$ cat config.mk
export PLATFORM = sky130hd
export DESIGN_NAME = abort_capture_unit
export DESIGN_NICKNAME = d
export VERILOG_FILES = /design/src/rtl/acu_pkg.sv /design/src/rtl/acu_capture.sv /design/src/rtl/acu_regread.sv /design/src/rtl/abort_capture_unit.sv
export SDC_FILE = /design/constraint.sdc
export NUM_CORES = 1
export LEC_CHECK = 0
export BUFFER_PORTS_ARGS = -buffer_cell sky130_fd_sc_hd__buf_4
export CAP_MARGIN = 20
export CELL_PAD_IN_SITES_DETAIL_PLACEMENT = 1
export CELL_PAD_IN_SITES_GLOBAL_PLACEMENT = 1
export CORE_MARGIN = 3
export CORE_UTILIZATION = 40
export CTS_CLUSTER_SIZE = 40
export DETAILED_ROUTE_END_ITERATION = 7
export GPL_TIMING_DRIVEN = 0
export MAX_ROUTING_LAYER = met4
export PLACE_DENSITY = 0.82
export SKIP_CTS_REPAIR_TIMING = 1
export SLEW_MARGIN = 20
export SYNTH_ARGS = -nofsm -noshare
export SYNTH_HDL_FRONTEND = slang
export SYNTH_SLANG_ARGS = --single-unit
$ cat constraint.sdc
create_clock -name clk -period 3.45 [get_ports clk]
set_input_delay 0.8625 -clock clk [delete_from_list [all_inputs] [get_ports clk]]
set_output_delay 0.8625 -clock clk [all_outputs]
set_load 0.05 [all_outputs]
$ cat src/rtl/acu_pkg.sv
package acu_pkg;
  localparam int MID_W    = 8;
  localparam int REGION_W = 3;
  localparam int DATA_W   = 32;

  localparam int STAT_TYPE_BIT = 0;
  localparam int STAT_MID_LSB  = 8;
  localparam int STAT_REG_LSB  = 16;

  function automatic logic [DATA_W-1:0] pack_status(
      input logic                imp_flag,
      input logic [MID_W-1:0]    mid,
      input logic [REGION_W-1:0] region);
    logic [DATA_W-1:0] w;
    w = '0;
    w[STAT_TYPE_BIT] = imp_flag;
    w[STAT_MID_LSB +: MID_W] = mid;
    w[STAT_REG_LSB +: REGION_W] = region;
    return w;
  endfunction
endpackage

$ cat src/rtl/acu_capture.sv
module acu_capture
  import acu_pkg::*;
#(
  parameter int ADDR_W = 32
) (
  input  logic                clk,
  input  logic                por_n,
  input  logic                ev_valid,
  input  logic                ev_imprecise,
  input  logic [ADDR_W-1:0]   ev_addr,
  input  logic [MID_W-1:0]    ev_master,
  input  logic [REGION_W-1:0] ev_region,
  input  logic                clr_req,
  output logic                type_o,
  output logic [MID_W-1:0]    master_o,
  output logic [REGION_W-1:0] region_o,
  output logic [ADDR_W-1:0]   addr_o
);
  logic                type_q;
  logic [MID_W-1:0]    master_q;
  logic [REGION_W-1:0] region_q;
  logic [ADDR_W-1:0]   addr_q;

  logic accept;
  logic take_imp;
  assign accept   = ev_valid && (!type_q || clr_req);
  assign take_imp = accept && ev_imprecise;

  always_ff @(posedge clk or negedge por_n) begin
    if (!por_n) begin
      type_q   <= 1'b0;
      master_q <= '0;
      region_q <= '0;
      addr_q   <= '0;
    end else begin
      if (accept)       type_q <= ev_imprecise;
      else if (clr_req) type_q <= 1'b0;
      if (take_imp) begin
        master_q <= ev_master;
        region_q <= ev_region;
        addr_q   <= ev_addr;
      end
    end
  end

  assign type_o   = type_q;
  assign master_o = master_q;
  assign region_o = region_q;
  assign addr_o   = addr_q;

  // a precise abort never disturbs the capture fields
  a_r2_precise_keeps: assert property (@(posedge clk) disable iff (!por_n)
    (ev_valid && !ev_imprecise) |=> ($stable(master_q) && $stable(region_q) && $stable(addr_q)));

  // status read without a new abort leaves the flag low
  a_r4_read_clears: assert property (@(posedge clk) disable iff (!por_n)
    (clr_req && !ev_valid) |=> !type_q);

  // locked record holds while no status read happens
  a_r5_locked: assert property (@(posedge clk) disable iff (!por_n)
    (type_q && !clr_req) |=> ($stable(type_q) && $stable(master_q) && $stable(region_q) && $stable(addr_q)));

  // abort in the clearing cycle is taken
  a_r6_same_cycle: assert property (@(posedge clk) disable iff (!por_n)
    (type_q && clr_req && ev_valid) |=> (type_q == $past(ev_imprecise)));

  // address changes only through an imprecise capture
  a_r7_addr_only_imp: assert property (@(posedge clk) disable iff (!por_n)
    !(ev_valid && ev_imprecise) |=> $stable(addr_q));
endmodule

$ cat src/rtl/acu_regread.sv
module acu_regread
  import acu_pkg::*;
#(
  parameter int ADDR_W = 32,
  parameter int OFS_W  = 8,
  parameter logic [OFS_W-1:0] STAT_OFS  = 8'hA8,
  parameter logic [OFS_W-1:0] FADDR_OFS = 8'hAC
) (
  input  logic              clk,
  input  logic              rst_any_n,
  input  logic              rd_en,
  input  logic [OFS_W-1:0]  ofs,
  input  logic [DATA_W-1:0] status_word,
  input  logic [ADDR_W-1:0] fault_addr,
  output logic              stat_rd,
  output logic [DATA_W-1:0] rd_data
);
  logic              hit_stat;
  logic              hit_addr;
  logic [DATA_W-1:0] mux_data;
  logic [DATA_W-1:0] rd_q;

  assign hit_stat = (ofs == STAT_OFS);
  assign hit_addr = (ofs == FADDR_OFS);
  assign stat_rd  = rd_en && hit_stat;

  always_comb begin
    mux_data = '0;
    if (hit_stat)      mux_data = status_word;
    else if (hit_addr) mux_data = DATA_W'(fault_addr);
  end

  always_ff @(posedge clk or negedge rst_any_n) begin
    if (!rst_any_n) rd_q <= '0;
    else            rd_q <= rd_en ? mux_data : '0;
  end

  assign rd_data = rd_q;

  // undefined offsets and idle cycles read as zero
  a_r10_undef_zero: assert property (@(posedge clk) disable iff (!rst_any_n)
    !(rd_en && (hit_stat || hit_addr)) |=> (rd_data == '0));

  // status read returns the pre-edge status one cycle later
  a_r12_latency: assert property (@(posedge clk) disable iff (!rst_any_n)
    stat_rd |=> (rd_data == $past(status_word)));
endmodule

$ cat src/rtl/abort_capture_unit.sv
module abort_capture_unit
  import acu_pkg::*;
#(
  parameter int ADDR_W = 32,
  parameter int OFS_W  = 8,
  parameter logic [OFS_W-1:0] STAT_OFS  = 8'hA8,
  parameter logic [OFS_W-1:0] FADDR_OFS = 8'hAC
) (
  input  logic                clk,
  input  logic                por_n,
  input  logic                warm_rst_n,
  input  logic                abort_valid,
  input  logic                abort_imprecise,
  input  logic [ADDR_W-1:0]   abort_addr,
  input  logic [MID_W-1:0]    abort_master,
  input  logic [REGION_W-1:0] abort_region,
  input  logic [OFS_W-1:0]    reg_ofs,
  input  logic                rd_en,
  input  logic                wr_en,
  input  logic [DATA_W-1:0]   wr_data,
  output logic [DATA_W-1:0]   rd_data
);
  logic                rst_any_n;
  logic                stat_rd;
  logic                cap_type;
  logic [MID_W-1:0]    cap_master;
  logic [REGION_W-1:0] cap_region;
  logic [ADDR_W-1:0]   cap_addr;
  logic [DATA_W-1:0]   status_word;

  assign rst_any_n   = por_n & warm_rst_n;
  assign status_word = pack_status(cap_type, cap_master, cap_region);

  acu_capture #(.ADDR_W(ADDR_W)) u_capture (
    .clk          (clk),
    .por_n        (por_n),
    .ev_valid     (abort_valid),
    .ev_imprecise (abort_imprecise),
    .ev_addr      (abort_addr),
    .ev_master    (abort_master),
    .ev_region    (abort_region),
    .clr_req      (stat_rd),
    .type_o       (cap_type),
    .master_o     (cap_master),
    .region_o     (cap_region),
    .addr_o       (cap_addr)
  );

  acu_regread #(
    .ADDR_W    (ADDR_W),
    .OFS_W     (OFS_W),
    .STAT_OFS  (STAT_OFS),
    .FADDR_OFS (FADDR_OFS)
  ) u_regread (
    .clk         (clk),
    .rst_any_n   (rst_any_n),
    .rd_en       (rd_en),
    .ofs         (reg_ofs),
    .status_word (status_word),
    .fault_addr  (cap_addr),
    .stat_rd     (stat_rd),
    .rd_data     (rd_data)
  );

  // a write on its own leaves the record untouched
  a_r11_write_ignored: assert property (@(posedge clk) disable iff (!por_n)
    (wr_en && (wr_data != '0 || reg_ofs == STAT_OFS) && !abort_valid && !rd_en)
      |=> ($stable(status_word) && $stable(cap_addr)));

  // warm reset alone leaves the record untouched
  a_r8_warm_keeps: assert property (@(posedge clk) disable iff (!por_n)
    (!warm_rst_n && !abort_valid) |=> ($stable(status_word) && $stable(cap_addr)));
endmodule

Yosys cells after proc, flatten, opt, wreduce, memory -nomap -nowiden --
Cells that the tools add are included.
Storage, ports and cells: register bits 76, latch bits 0, RAM bits 0, ROM bits 0, input bits 90, output and inout bits 32, logic and storage cells 19, memories 0
Cells by class: $add $sub $neg 0, multiply operators 0, divide/modulo/power cells 0, magnitude comparators 0, equal/unequal tests 2, shift-type cells 0, muxes and demuxes 5, bitwise operators 1, reduce and logical (&&, ||, !) cells 6
Operators with widths (number):
- 32-bit two-way mux | 3
- 8-bit equality test, second input constant | 2
- 1-bit logical AND | 3
- 1-bit two-way mux | 2
- 2-bit nonzero test | 1
- 1-bit AND | 1
- 1-bit logical NOT | 1
- 1-bit logical OR | 1

Longest topological paths before layout --
word-level depth 5, gate-level depth with buffers 5, depth with buffers taken out 3

Modules after synthesis --
From an unflattened synthesis, not the netlist that was laid out.
Second synthesis, totals: cell total of the unflattened synthesis 209, area total of the unflattened synthesis 3264.4 um^2
Modules (own cells, without submodules):
- acu_capture | instances 1, cells an instance 96, area each 1655.3 um^2, sequential area each 1101.1 um^2
- acu_regread | instances 1, cells an instance 111, area each 1599.0 um^2, sequential area each 800.8 um^2
- abort_capture_unit | instances 1, cells an instance 2, area each 10.0 um^2, sequential area each 0.0 um^2

Worst setup path before layout --
No wires, ideal clock.
kind input to register, from in reg_ofs[2], to reg u_capture.addr_q[3] (netlist: u_capture.addr_o[3]), setup time 0.146 ns, arrival time 2.129 ns, required time 3.304 ns, slack 1.174 ns, stages on the path 4, path buffers 1, cells stage by stage or4b_4 nor4_4 buf_6 o32ai_4
On the way: word-level cells in the longest chain between the ends 5
RTL lines:
- from (decl) | line abort_capture_unit.sv:17 | input logic [OFS_W-1:0] reg_ofs,
- 8-bit equality test | line acu_regread.sv:23 | assign hit_stat = (ofs == STAT_OFS);
- 1-bit logical AND | line acu_regread.sv:25 | assign stat_rd = rd_en && hit_stat;
- 1-bit logical OR | line acu_capture.sv:26 | assign accept = ev_valid && (!type_q || clr_req);
- 1-bit logical AND | line acu_capture.sv:26
- 1-bit logical AND | line acu_capture.sv:27 | assign take_imp = accept && ev_imprecise;
- to (signal assigned) | line acu_capture.sv:41 | addr_q <= ev_addr;
- to (decl) | line acu_capture.sv:22 | logic [ADDR_W-1:0] addr_q;
No other way between the ends. A chain may end at the register's enable or synchronous reset.

Worst setup path in the final report --
from in reg_ofs[2], to reg u_capture.addr_q[10] (netlist: u_capture.addr_o[10])
Same word-level chain as after synthesis.

==> flow_summary.toml <==
[yosys]
postSynthAreaPerCell_sq_um = 12.2
synth_common_cells = "dfrtp_1, nand2_1, inv_1, o32ai_2, and2_1"
synth_fa_ha_area_share_pct = 0
yosysSeqAreaShare_pct = 55.0
ys_seq_elements = 76
synth-main-ff-cell = "dfrtp_1"
synth_area_leaders = "dfrtp_1, o32ai_2, nand2_1"
synth-simple-area-share_pct = 12.4
yosys_warnings = 0
synth.top_cell.area_share_pct = 55.0
synth_top_cell_by_area = "dfrtp_1"
synth.distinct_cells = 23
synth_area_sq_um = 3460
async_reset_ff_share_pct = 100
synth_edf_count = 0
syn-num-nets = 373
synth_compound_area_share_pct = 23.0
synth_top_family_by_area = "compound AO/OA/AOI/OAI gates"
yosysMostFrequentCell = "dfrtp_1"
synthMuxAreaShare_pct = 0
postSynthCellCount = 283
synth-xor-area-share_pct = 0

[power_and_ir_drop]
power_density_nw_per_um2 = 440
ir_worst_vdd_mv = 0.211
leakagePower_nw = 2.22

[detailed_routing]
wire_per_inst_um = 17.8
initialDrtViolationCount = 84
vias = 2515
drc = 0
final_antenna_net_count = 0
wirelength_mm = 8.76
viasPerCell = 5.10
drt_first_pass_iters = 4

[cells_and_area]
diodes = 0
final_core_util_pct = 53.8
layout-drive-gt1-share_pct = 41.0
area_growth_pct = 29.2
design_area_sq_um = 4460
nets = 473

[placement]
port_buffers = 88
place_congestion = 0.806
placed_area_sq_um = 4280
dp_hpwl_mm = 6.43

[worst_setup_path]
worstPathArrival_ns = 2.43
r2r_cells = 4
path_class = "in -> reg"
cp.required_ns = 3.65
max_stage_delay_ns = 0.57
cp-start-kind = "primary input"
crit_chain = "buf_4 > or4b_4 > nor4_4 > buf_6 > o32ai_2"
end_kind = "register"
crit_fanout = 10
crit_slowest_cell = "or4b_4"

[floorplanning]
ios = 122
die_height_um = 99.0
die-area_sq_um = 9790
coreArea_sq_um = 8300
rows = 33
dieWidth_um = 99.0
start_util_pct = 41.6

[global_route]
grt_overflow = 0
globalRouteMet3Util_pct = 3.26
use_met1_pct = 23.6
track_usage_pct = 19.7
antenna_found_initial = 0
grt_pass1_vias = 2861
grt_pass1_wl_mm = 14.5
top_usage_layer = "met2"
grt_max_degree = 46
grt_use_met2_pct = 33.0

[min_path]
hold_path_class = "reg -> reg"
min_path_cells = 1

[cts]
htreeDepth = 3
cts_root_buf = "clkbuf_8"
cts_max_path_buffers = 2
cts_tree = "yes"
cts_sinks = 76
clock_latency_ns = 0.35
numCtsBuffers = 9
clkTransAtPathRegs_ns = 0.08

[sta]
min_period_ns = 2.23
holdWs_ns = 0.483
tightest_slew_ns = 0.786
setup_viol = 0
drv_slew = 0
final_hold_viol_count = 0
setup_tns_ns = 0
rsz0062_at_grt = "false"
fmax_ghz = 0.448
slew_headroom_pct = 47.6
skew_ns = 0.00705
period_share_pct = 64.7

[run]
max-cap-violations = 0

[outcome]
status = "complete, no violations"
## cells in the final DEF, fill, tap and decap left out
cell / n
o32ai_1: 3
a22oi_1: 12
clkinv_2: 3
buf_16: 1
o32ai_2: 39
and2_2: 1
clkbuf_8: 12
buf_12: 1
a21o_1: 1
buf_8: 3
or2_2: 1
nand4b_1: 1
and2_1: 20
clkinvlp_4: 1
or4b_4: 1
dfrtp_1: 76
nor4b_1: 1
clkbuf_1: 13
inv_1: 43
buf_6: 5
nand3b_1: 1
and4bb_2: 1
buf_4: 88
nor3b_1: 1
nand2_1: 44
nor4_4: 1
o31a_1: 1
nor2_1: 12
o32ai_4: 1
## critical path: cells and delay by family
| kind | cells | cell delay (ns) |
|---|---|---|
| AOI/OAI and AO/OA | 1 | 0.10 |
| buffers and inverters | 2 | 0.38 |
| and+or+nand+nor | 2 | 1.09 |
## stage by stage
stage               power, W  setup WS, ns  std cells
floorplan            0.00122          1.17        283
global placement     0.00131         0.553        476
detailed placement   0.00135         0.844        477
CTS                  0.00199          1.23        493
global route         0.00207          1.17        493
finish               0.00197          1.22        493
## sequential cells by signal, summed over array words and instances, names as in the netlist
register            cells
u_capture.type_o        1
u_capture.region_o      3
u_capture.addr_o       32
u_capture.master_o      8
u_regread.rd_data      32
## logic make-up (layout without fill, tap and decap cells)
kind of cell / Yosys count / count (layout)
AND/OR/NAND/NOR: 85 / 85
AO/OA/AOI/OAI: 57 / 57
flip-flops: 76 / 76
buffers and inverters: 65 / 170
## area by class of cell
class | instances | area (sq um)
Timing Repair Buffer | 89 | 688
Multi-Input combinational cell | 142 | 1220
Clock buffer | 12 | 165
Buffer | 22 | 170
Fill cell | 898 | 3830
Tap cell | 105 | 131
Clock inverter | 4 | 22.5
Inverter | 43 | 161
Sequential cell | 76 | 1900
## power by group
part | leakage, nW | total [W] | internal (W) | switching (W)
registers | 1.00 | 0.00105 | 0.000991 | 0.0000557
logic | 1.12 | 0.000277 | 0.000137 | 0.000141
clock network | 0.0982 | 0.000643 | 0.000317 | 0.000326
total | 2.22 | 0.00197 | 0.00144 | 0.000522
## metal layers
metal / vias to the layer above / part of all wire, %
met4: 0 / 1.6
met5: - / 0
met1: 1270 / 42
met3: 11 / 3.7
met2: 75 / 53
li1: 1159 / -
## worst paths after layout
kind | from | to | slack, ns
max in group asynchronous | por_n | u_regread.rd_data[2]$_DFF_PN0_ | 1.87
worst min-delay path | u_capture.addr_o[2]$_DFFE_PN0P_ | u_regread.rd_data[2]$_DFF_PN0_ | 0.48
min in group asynchronous | por_n | u_capture.addr_o[16]$_DFFE_PN0P_ | 0.51
worst min register to register | u_capture.addr_o[2]$_DFFE_PN0P_ | u_regread.rd_data[2]$_DFF_PN0_ | 0.48
worst max-delay path | reg_ofs[2] | u_capture.addr_o[10]$_DFFE_PN0P_ | 1.22
worst max register to register | u_capture.type_o$_DFFE_PN0P_ | u_capture.addr_o[11]$_DFFE_PN0P_ | 1.94
Note: power is estimated with default switching activity, not from simulation.
